$ cat config.mk
export PLATFORM = sky130hd
export DESIGN_NAME = spi_word_fifo
export DESIGN_NICKNAME = d
export VERILOG_FILES = /design/src/rtl/spwf_pkg.sv /design/src/rtl/spwf_lane_order.sv /design/src/rtl/spwf_tx_unpack.sv /design/src/rtl/spwf_rx_pack.sv /design/src/rtl/spi_word_fifo.sv
export SDC_FILE = /design/constraint.sdc
export NUM_CORES = 1
export LEC_CHECK = 0
export ABC_CLOCK_PERIOD_IN_PS = 6100
export CORE_MARGIN = 3
export CORE_UTILIZATION = 51
export DETAILED_ROUTE_END_ITERATION = 12
export DONT_BUFFER_PORTS = 1
export PLACE_DENSITY = 0.66
export SLEW_MARGIN = 10
export SYNTH_ARGS = -nofsm -noshare
export SYNTH_HDL_FRONTEND = slang
export SYNTH_SLANG_ARGS = --single-unit
$ cat constraint.sdc
create_clock -name clk -period 6.1 [get_ports clk]
set_input_delay 1.22 -clock clk [delete_from_list [all_inputs] [get_ports clk]]
set_output_delay 1.22 -clock clk [all_outputs]
set_load 0.05 [all_outputs]
$ cat src/rtl/spwf_pkg.sv
package spwf_pkg;
  // Lanes per host word and bits per lane
  localparam int unsigned LANES  = 4;
  localparam int unsigned LANE_W = 8;
  localparam int unsigned WORD_W = LANES * LANE_W;

  typedef logic [LANES-1:0][LANE_W-1:0] lane_word_t;
endpackage

$ cat src/rtl/spwf_lane_order.sv
module spwf_lane_order
  import spwf_pkg::*;
(
  input  logic       swap,
  input  lane_word_t din,
  output lane_word_t dout
);
  // Lane k carries byte k when swap is low, byte LANES-1-k when high
  for (genvar k = 0; k < LANES; k++) begin : g_lane
    assign dout[k] = swap ? din[LANES-1-k] : din[k];
  end
endmodule

$ cat src/rtl/spwf_tx_unpack.sv
module spwf_tx_unpack
  import spwf_pkg::*;
#(
  parameter  int unsigned DEPTH = 32,
  localparam int unsigned PW    = $clog2(DEPTH),
  localparam int unsigned CW    = $clog2(DEPTH + 1),
  localparam int unsigned LW    = $clog2(LANES)
) (
  input  logic              clk,
  input  logic              rst_n,
  input  logic              soft_rst,
  input  logic              load,
  input  logic [CW-1:0]     len,
  input  logic              swap,
  input  logic              wr,
  input  lane_word_t        wdata,
  input  logic              pop,
  output logic [LANE_W-1:0] head,
  output logic [CW-1:0]     level,
  output logic              ovf
);
  logic [PW-1:0] wr_ptr_q, wr_ptr_d, rd_ptr_q, rd_ptr_d;
  logic [CW-1:0] cnt_q, cnt_d, rem_q, rem_d;
  logic [CW-1:0] need_c, free_c, len_c;
  logic          ovf_q, ovf_d;
  logic          wr_fit, wr_bad, pop_ok, upd;
  lane_word_t    ordered;
  logic [DEPTH-1:0][LANE_W-1:0] slots;

  spwf_lane_order u_order (
    .swap (swap),
    .din  (wdata),
    .dout (ordered)
  );

  // Request decode
  always_comb begin
    len_c  = (len > CW'(DEPTH)) ? CW'(DEPTH) : len;
    need_c = (rem_q >= CW'(LANES)) ? CW'(LANES) : rem_q;
    free_c = CW'(DEPTH) - cnt_q;
    wr_fit = wr && (need_c != '0) && (free_c >= need_c);
    wr_bad = wr && (need_c != '0) && (free_c < need_c);
    pop_ok = pop && (cnt_q != '0);
  end

  // Next state
  always_comb begin
    wr_ptr_d = wr_ptr_q;
    rd_ptr_d = rd_ptr_q;
    cnt_d    = cnt_q;
    rem_d    = rem_q;
    ovf_d    = ovf_q;
    if (soft_rst) begin
      wr_ptr_d = '0;
      rd_ptr_d = '0;
      cnt_d    = '0;
      rem_d    = '0;
      ovf_d    = 1'b0;
    end else begin
      if (wr_fit) wr_ptr_d = wr_ptr_q + PW'(need_c);
      if (pop_ok) rd_ptr_d = rd_ptr_q + PW'(1);
      cnt_d = cnt_q + (wr_fit ? need_c : '0) - CW'(pop_ok);
      if (load)        rem_d = len_c;
      else if (wr_fit) rem_d = rem_q - need_c;
      ovf_d = ovf_q | wr_bad;
    end
  end

  assign upd = soft_rst | load | wr | pop;

  always_ff @(posedge clk or negedge rst_n) begin
    if (!rst_n) begin
      wr_ptr_q <= '0;
      rd_ptr_q <= '0;
      cnt_q    <= '0;
      rem_q    <= '0;
      ovf_q    <= 1'b0;
    end else if (upd) begin
      wr_ptr_q <= wr_ptr_d;
      rd_ptr_q <= rd_ptr_d;
      cnt_q    <= cnt_d;
      rem_q    <= rem_d;
      ovf_q    <= ovf_d;
    end
  end

  // Byte storage: slot j takes lane (j - wr_ptr) when that lane is stored
  for (genvar j = 0; j < DEPTH; j++) begin : g_slot
    logic [PW-1:0]     ofs;
    logic              we;
    logic [LANE_W-1:0] byte_q;
    assign ofs = PW'(j) - wr_ptr_q;
    assign we  = wr_fit && (CW'(ofs) < need_c);
    always_ff @(posedge clk) begin
      if (we) byte_q <= ordered[ofs[LW-1:0]];
    end
    assign slots[j] = byte_q;
  end

  assign head  = slots[rd_ptr_q];
  assign level = cnt_q;
  assign ovf   = ovf_q;


  tx_level_bound_chk: assert property (@(posedge clk) disable iff (!rst_n)
    cnt_q <= CW'(DEPTH));

  tx_soft_clear_chk: assert property (@(posedge clk) disable iff (!rst_n)
    soft_rst |=> (cnt_q == '0) && (rem_q == '0) && !ovf_q);

  tx_ovf_sticky_chk: assert property (@(posedge clk) disable iff (!rst_n)
    ovf_q && !soft_rst |=> ovf_q);

  tx_drop_hold_chk: assert property (@(posedge clk) disable iff (!rst_n)
    wr_bad && !pop && !soft_rst |=> $stable(cnt_q) && $stable(wr_ptr_q));

  tx_empty_pop_chk: assert property (@(posedge clk) disable iff (!rst_n)
    pop && (cnt_q == '0) && !wr && !soft_rst |=> cnt_q == '0);
endmodule

$ cat src/rtl/spwf_rx_pack.sv
module spwf_rx_pack
  import spwf_pkg::*;
#(
  parameter  int unsigned DEPTH = 32,
  localparam int unsigned PW    = $clog2(DEPTH),
  localparam int unsigned CW    = $clog2(DEPTH + 1)
) (
  input  logic              clk,
  input  logic              rst_n,
  input  logic              soft_rst,
  input  logic              load,
  input  logic [CW-1:0]     len,
  input  logic              swap,
  input  logic              rd,
  output lane_word_t        rdata,
  input  logic              push,
  input  logic [LANE_W-1:0] din,
  output logic [CW-1:0]     level,
  output logic              udf
);
  logic [PW-1:0] wr_ptr_q, wr_ptr_d, rd_ptr_q, rd_ptr_d;
  logic [CW-1:0] cnt_q, cnt_d, rem_q, rem_d;
  logic [CW-1:0] need_c, len_c;
  logic          udf_q, udf_d;
  logic          rd_ok, rd_bad, push_ok, upd;
  lane_word_t    raw;
  logic [DEPTH-1:0][LANE_W-1:0] slots;

  // Request decode
  always_comb begin
    len_c   = (len > CW'(DEPTH)) ? CW'(DEPTH) : len;
    need_c  = (rem_q >= CW'(LANES)) ? CW'(LANES) : rem_q;
    push_ok = push && (cnt_q != CW'(DEPTH));
    rd_ok   = rd && (need_c != '0) && (cnt_q >= need_c);
    rd_bad  = rd && !rd_ok;
  end

  // Next state
  always_comb begin
    wr_ptr_d = wr_ptr_q;
    rd_ptr_d = rd_ptr_q;
    cnt_d    = cnt_q;
    rem_d    = rem_q;
    udf_d    = udf_q;
    if (soft_rst) begin
      wr_ptr_d = '0;
      rd_ptr_d = '0;
      cnt_d    = '0;
      rem_d    = '0;
      udf_d    = 1'b0;
    end else begin
      if (push_ok) wr_ptr_d = wr_ptr_q + PW'(1);
      if (rd_ok)   rd_ptr_d = rd_ptr_q + PW'(need_c);
      cnt_d = cnt_q + CW'(push_ok) - (rd_ok ? need_c : '0);
      if (load)       rem_d = len_c;
      else if (rd_ok) rem_d = rem_q - need_c;
      udf_d = udf_q | rd_bad;
    end
  end

  assign upd = soft_rst | load | rd | push;

  always_ff @(posedge clk or negedge rst_n) begin
    if (!rst_n) begin
      wr_ptr_q <= '0;
      rd_ptr_q <= '0;
      cnt_q    <= '0;
      rem_q    <= '0;
      udf_q    <= 1'b0;
    end else if (upd) begin
      wr_ptr_q <= wr_ptr_d;
      rd_ptr_q <= rd_ptr_d;
      cnt_q    <= cnt_d;
      rem_q    <= rem_d;
      udf_q    <= udf_d;
    end
  end

  // Byte storage, one slot written per pushed byte
  for (genvar j = 0; j < DEPTH; j++) begin : g_slot
    logic              we;
    logic [LANE_W-1:0] byte_q;
    assign we = push_ok && (wr_ptr_q == PW'(j));
    always_ff @(posedge clk) begin
      if (we) byte_q <= din;
    end
    assign slots[j] = byte_q;
  end

  // Gather the oldest bytes into lanes, zero past the remaining count
  for (genvar k = 0; k < LANES; k++) begin : g_gather
    logic [PW-1:0] idx;
    assign idx    = rd_ptr_q + PW'(k);
    assign raw[k] = (rd_ok && (CW'(k) < need_c)) ? slots[idx] : '0;
  end

  spwf_lane_order u_order (
    .swap (swap),
    .din  (raw),
    .dout (rdata)
  );

  assign level = cnt_q;
  assign udf   = udf_q;


  rx_level_bound_chk: assert property (@(posedge clk) disable iff (!rst_n)
    cnt_q <= CW'(DEPTH));

  rx_soft_clear_chk: assert property (@(posedge clk) disable iff (!rst_n)
    soft_rst |=> (cnt_q == '0) && (rem_q == '0) && !udf_q);

  rx_udf_sticky_chk: assert property (@(posedge clk) disable iff (!rst_n)
    udf_q && !soft_rst |=> udf_q);

  rx_empty_read_chk: assert property (@(posedge clk) disable iff (!rst_n)
    rd && (need_c == '0) && !soft_rst |=> udf_q);

  rx_pop_amount_chk: assert property (@(posedge clk) disable iff (!rst_n)
    rd_ok && !push && !soft_rst |=> cnt_q == $past(cnt_q) - $past(need_c));
endmodule

$ cat src/rtl/spi_word_fifo.sv
module spi_word_fifo
  import spwf_pkg::*;
#(
  parameter  int unsigned DEPTH = 32,
  localparam int unsigned CW    = $clog2(DEPTH + 1)
) (
  input  logic              clk,
  input  logic              rst_n,
  input  logic              soft_rst,
  input  logic              chunk_load,
  input  logic [CW-1:0]     chunk_len,
  input  logic              tx_swap,
  input  logic              rx_swap,
  input  logic              host_wr,
  input  logic [WORD_W-1:0] host_wdata,
  input  logic              host_rd,
  output logic [WORD_W-1:0] host_rdata,
  input  logic              eng_tx_pop,
  output logic [LANE_W-1:0] eng_tx_byte,
  output logic [CW-1:0]     eng_tx_level,
  input  logic              eng_rx_push,
  input  logic [LANE_W-1:0] eng_rx_byte,
  output logic [CW-1:0]     eng_rx_level,
  output logic              tx_ovf,
  output logic              rx_udf
);
  logic       rst_meta_q, rst_sync_q;
  lane_word_t wdata_w, rdata_w;

  // Assert asynchronously, release on the second clock edge
  always_ff @(posedge clk or negedge rst_n) begin
    if (!rst_n) begin
      rst_meta_q <= 1'b0;
      rst_sync_q <= 1'b0;
    end else begin
      rst_meta_q <= 1'b1;
      rst_sync_q <= rst_meta_q;
    end
  end

  assign wdata_w    = host_wdata;
  assign host_rdata = rdata_w;

  spwf_tx_unpack #(.DEPTH(DEPTH)) u_tx (
    .clk      (clk),
    .rst_n    (rst_sync_q),
    .soft_rst (soft_rst),
    .load     (chunk_load),
    .len      (chunk_len),
    .swap     (tx_swap),
    .wr       (host_wr),
    .wdata    (wdata_w),
    .pop      (eng_tx_pop),
    .head     (eng_tx_byte),
    .level    (eng_tx_level),
    .ovf      (tx_ovf)
  );

  spwf_rx_pack #(.DEPTH(DEPTH)) u_rx (
    .clk      (clk),
    .rst_n    (rst_sync_q),
    .soft_rst (soft_rst),
    .load     (chunk_load),
    .len      (chunk_len),
    .swap     (rx_swap),
    .rd       (host_rd),
    .rdata    (rdata_w),
    .push     (eng_rx_push),
    .din      (eng_rx_byte),
    .level    (eng_rx_level),
    .udf      (rx_udf)
  );
endmodule

; Yosys cells after proc, flatten, opt, wreduce, memory -nomap -nowiden
; Cells that the tools add are included.
; Widths: inputs -> output; s select.
[classes]
n_div = 0
n_shift = 0
multipliers = 0
n_addsub = 46
n_lt_le_gt_ge = 79
n_reduce_logical = 93
mux = 109
n_bitwise = 7
n_eq_ne = 32
[op_table]
columns = op, count
row1 = $bmux 8 s2, 32
row2 = $mux 8, 49
row3 = $bmux 8 s5, 5
row4 = $lt 5x6->1, 32
row5 = $lt 2x3->1 const B, 32
row6 = $eq 5x5->1 const B, 16
row7 = $sub 5x5->5 const A, 16
row8 = $mux 6, 13
row9 = $logic_and 1x1->1, 76
row10 = $eq 5x4->1 const B, 8
row11 = $mux 5, 8
row12 = $sub 4x5->5 const A, 8
row13 = $lt 5x6->1 const B, 5
row14 = $eq 5x3->1 const B, 4
row15 = $sub 3x5->5 const A, 4
row16 = $reduce_bool 6->1, 3
row17 = $sub 6x6->6, 3
row18 = $add 5x1->5 const B, 3
row19 = $ge 6x3->1 const B, 2
row20 = $ge 6x6->1, 2
row21 = $lt 1x6->1 const A, 2
row22 = $lt 2x6->1 const A, 2
row23 = $reduce_and 2->1, 6
row24 = $add 5x2->5 const B, 2
row25 = 18 further kinds, 33
[word_totals]
ram_bits = 0
mem_count = 0
latch_bits = 0
mem_bits_ro = 0
regBits = 560

; Depth between registers and ports, before layout
[depth]
depth_word = 9
mapped_depth = 19

; By module
; A second synthesis with hierarchy kept.
[unflattened]
hier_cells = 2085
area_unflattened_um2 = 32508.7
[modules_own_cells]
columns = mod, cells_each, n_inst, area_per_inst_um2, seq_area_each_um2
row1 = spwf_rx_pack, 1197, 1, 17630.7, 8262.9
row2 = spwf_tx_unpack, 813, 1, 13735.7, 8262.9
row3 = spwf_lane_order, 36, 2, 544.3, 0.0
row4 = spi_word_fifo, 3, 1, 53.8, 50.0

; Worst setup path before layout
; Ideal clock, no wire load.
[synth_timing]
path_type = reg2out
start = register u_rx.rd_ptr_q[1]
end = output port host_rdata[9]
path_buffers = 5
required_ns = 4.880
slack_ns = 0.758
path_stages_with_launch = 13
arrival_ns = 4.122
cell_sequence = dfrtp_1 clkbuf_1 clkinv_1 buf_1 ha_1 buf_2 clkbuf_1 clkbuf_1 o21bai_1 o22ai_1 o311ai_0 o21ai_0 o21ai_0
[synth_between]
elab_chain_len = 5
elab_cells_between_ends = 9
cone_classes = 2 x add/sub / 7 x mux
[synth_lines]
columns = element, line_no
row1 = "start, declared", spwf_rx_pack.sv:21  ; logic [PW-1:0] wr_ptr_q, wr_ptr_d, rd_ptr_q, rd_ptr_d;
row2 = "start signal, assigned", spwf_rx_pack.sv:72  ; rd_ptr_q <= rd_ptr_d;
row3 = $add 5x1->5 / $add 5x2->5 (equally long branches), spwf_rx_pack.sv:93  ; assign idx = rd_ptr_q + PW'(k);
row4 = $bmux 8 s5, spwf_rx_pack.sv:94  ; assign raw[k] = (rd_ok && (CW'(k) < need_c)) ? slots[idx] : '0;
row5 = $mux 8 (implied by the code), spwf_rx_pack.sv:94
row6 = $mux 8, spwf_rx_pack.sv:94
row7 = $mux 8 (*), spwf_lane_order.sv:10  ; assign dout[k] = swap ? din[LANES-1-k] : din[k];
row8 = "end, declared", spi_word_fifo.sv:17  ; output logic [WORD_W-1:0] host_rdata,
; Mark *: on every way between the ends. The rest lies on a longest branch, timed or not. The select of a mux whose other input is x is not followed.

; Final worst setup path
[layout_timing]
start = register u_rx.rd_ptr_q[0]
end = output port host_rdata[0]
[layout_between]
elab_chain_len = 5
elab_cells_between_ends = 8
cone_classes = 1 x add/sub / 7 x mux
[layout_lines]
columns = element, line_no
row1 = $add 5x2->5, spwf_rx_pack.sv:93
row2 = $bmux 8 s5, spwf_rx_pack.sv:94
row3 = $mux 8 (implied by the code), spwf_rx_pack.sv:94
row4 = $mux 8, spwf_rx_pack.sv:94
row5 = $mux 8 (*), spwf_lane_order.sv:10
; Marks and branches as above.

==> out/results.txt <==
CP startpoint kind = register
Setup WS pre-CTS = 1070 ps
Setup Crit Path Kind = register to output pin
synth-to-layout area growth = 11.2%
CP Buf/Inv Count = 2
gr ovfl total = 0
Fill cells = 4641
first-pass GRT wire length = 135000 um
H-tree levels = 2
FMAX = 174 MHz
fin crit share = 0.944
crit path max-delay cell type = xnor2_1
Starting Density = 0.517
Post-synth top flop = edfxtp_1
routability cong. = 0.907
status = finished, final reports clean
Core Rows = 91
hold-fix buffer count after cts = 0
CTS tree = built
post-DP HPWL = 62100 um
synth unique cells = 67
Util after Layout = 0.575
Synth top area share = 0.481
Post-Syn Area = 32000 um^2
Port Buffers = 0
die width = 256 um
Synth area leader = edfxtp_1
clock root buffer = clkbuf_16
Post-CTS Resized = 0
P per Cell Area = 374 nW/um^2
DIE HEIGHT = 256 um
CP endpoint = host_rdata[0]
NumNets Final = 2200
Rel. slew slack = 0.0805
worst r2r dst = u_tx.level[5]$_DFFE_PN0P_
Arr. time, crit path = 4540 ps
Hold Vio Cnt, Final = 0
DP Area = 33600 um^2
Pleak = 11.9 nW
vias per cell = 6.86
fin. max-slew vios = 0
FF-to-FF setup slack = 1300 ps
sequential element share of the synthesized area = 0.518
largest net degree at the start of global routing = 133
Final Routed Wirelength = 91300 um
post-route ant nets = 0
Final min period = 5760 ps
# clock sinks = 560
Post-synth ARST share = 0.0857
worst slew pin tran = 1370 ps
Synth area leaders = edfxtp_1, mux4_2, ha_1
largest delay contributor family on the critical path = compound AO/OA/AOI/OAI gates
Crit. Startpoint = u_rx.rd_ptr_q[0]$_DFFE_PN0P_
design area = 35600 um^2
synthesized area per cell = 16.3 um^2
TritonCTS Buffers = 60
critical path depth = 8
final setup TNS = 0 ps
clk_skew = 34.5 ps
Vias = 20100
Crit path top cell by count = buf_4
drt first pass iters = 5
crit-path cells = buf_4 > a21oi_1 > xnor2_1 > nor2_1 > a22oi_1 > o221ai_1 > o22ai_1 > buf_4
unrepaired setup endpoints after global routing = no
Hold Slack = 269 ps
Post-synth EDFFs = 512
slowest stage delay, CP = 900 ps
initial antenna violation count = 1
DR iter-0 viols = 2726
Reg-to-Reg Start = u_tx.level[0]$_DFFE_PN0P_
core area = 61800 um^2
crit-path max FO = 66
setup bufs post-CTS = 0
Top Ports = 110
Yosys reg bits = 560
Crit path required time = 4880 ps
Max Root-Sink Buffers = 3
All-Layer GR Usage = 0.278
max-cap check violation count = 0
DR DRC count = 0
layout cells sized above 1 = 0.321
count leader, synth = edfxtp_1
DIE AREA = 65800 um^2
worst vdd ir = 0.000312 V
Final Setup Violations = 0
clock latency on the worst-skew pair = 650 ps
Min-Delay Path Class = input pin to asynchronous set/reset pin
Reg2Reg Depth = 18
DR WL/cell = 31.2 um
Syn Inst Count = 1967
Reg clk slew, reported paths = 60 ps
Worst setup EP type = output pin
top cells by count, synth = edfxtp_1, mux4_2, ha_1, mux2i_1, nand2_1
Yosys warning count = 0
vias in the first global route = 19900
final worst slack = 343 ps
## routing by layer
metal  share of wire  up-vias  global-route usage
met2            0.45     1291               0.419
met4           0.029        0              0.0769
met1            0.39    10400               0.403
met3            0.12      182              0.0785
li1                -     8217                   -
met5               0        -                   0
## flip-flops by register name, indices dropped and copies added (netlist names), 6 cells and up
register / flops
u_rx.g_slot.byte_q: 256
u_tx.g_slot.byte_q: 256
u_rx.level: 6
u_rx.rem_q: 6
u_tx.level: 6
u_tx.rem_q: 6
## power by group
group          switching [mW]  internal (mW)  leakage [nW]
logic                    2.62           1.85          5.67
clock network            1.56           2.05         0.939
registers               0.448           4.78          5.25
total                    4.63           8.68          11.9
## placed cells by master (no fill, tap or decap), types with 27 or more instances in the layout
master and n:
buf_4 108, xnor2_1 42, mux4_2 347, a21oi_1 56, mux2i_1 97, clkbuf_16 60, o21ai_0 27, ha_1 95
edfxtp_1 512, inv_1 54, nor2_1 80, nand2_1 90, conb_1 35, mux2_2 77, dfrtp_1 42
## through the flow
stage / power (mW) / std cells
floorplan: 8.31 / 2000
global placement: 9.63 / 2817
detailed placement: 9.74 / 2817
CTS: 13.4 / 2929
global route: 13.9 / 2929
finish: 13.3 / 2930
## worst reg2reg max path: cells and delay by family (launching register included)
kind	cells	cell delay, ps
AO/OA/AOI/OAI	6	1420
XOR/XNOR	1	140
adder cells (fa/ha/maj)	4	970
buffers and inverters	3	720
flip-flops	1	700
multiplexers	2	470
AND/OR/NAND/NOR	2	270
## worst min-delay path by stage
stage | from | end | slack [ps] | depth (start not counted)
after floorplan | rst_meta_q$_DFF_PN0_ | rst_sync_q$_DFF_PN0_ | 330 | 0
after global placement | rst_meta_q$_DFF_PN0_ | rst_sync_q$_DFF_PN0_ | 340 | 0
after detailed placement | rst_meta_q$_DFF_PN0_ | rst_sync_q$_DFF_PN0_ | 340 | 0
after CTS | rst_n | rst_sync_q$_DFF_PN0_ | 230 | 0
after global routing | rst_n | rst_sync_q$_DFF_PN0_ | 240 | 0
final | rst_n | rst_sync_q$_DFF_PN0_ | 270 | 0
## cell type report
cell class / count / area (um^2) / area share
Inverter: 61 / 229 / 0.00644
Antenna cell: 1 / 2.50 / 0.0000704
Tap cell: 837 / 1050 / 0.0294
Timing Repair Buffer: 112 / 891 / 0.0250
Sequential cell: 560 / 16600 / 0.466
Clock inverter: 37 / 395 / 0.0111
Multi-Input combinational cell: 1247 / 14800 / 0.417
Clock buffer: 75 / 1570 / 0.0441
## cells by family (layout without fill, tap and decap cells)
| group | after synthesis | count (layout) | synth area share |
|---|---|---|---|
| AO/OA/AOI/OAI | 232 | 232 | 0.0493 |
| XOR/XNOR | 60 | 60 | 0.0164 |
| adder cells (fa/ha/maj) | 102 | 102 | 0.0411 |
| buffers and inverters | 193 | 285 | 0.0268 |
| flip-flops | 560 | 560 | 0.518 |
| multiplexers | 521 | 521 | 0.302 |
| other | 2 | 36 | 0.000235 |
| AND/OR/NAND/NOR | 297 | 297 | 0.0461 |
(Power assumes the default switching activity.)
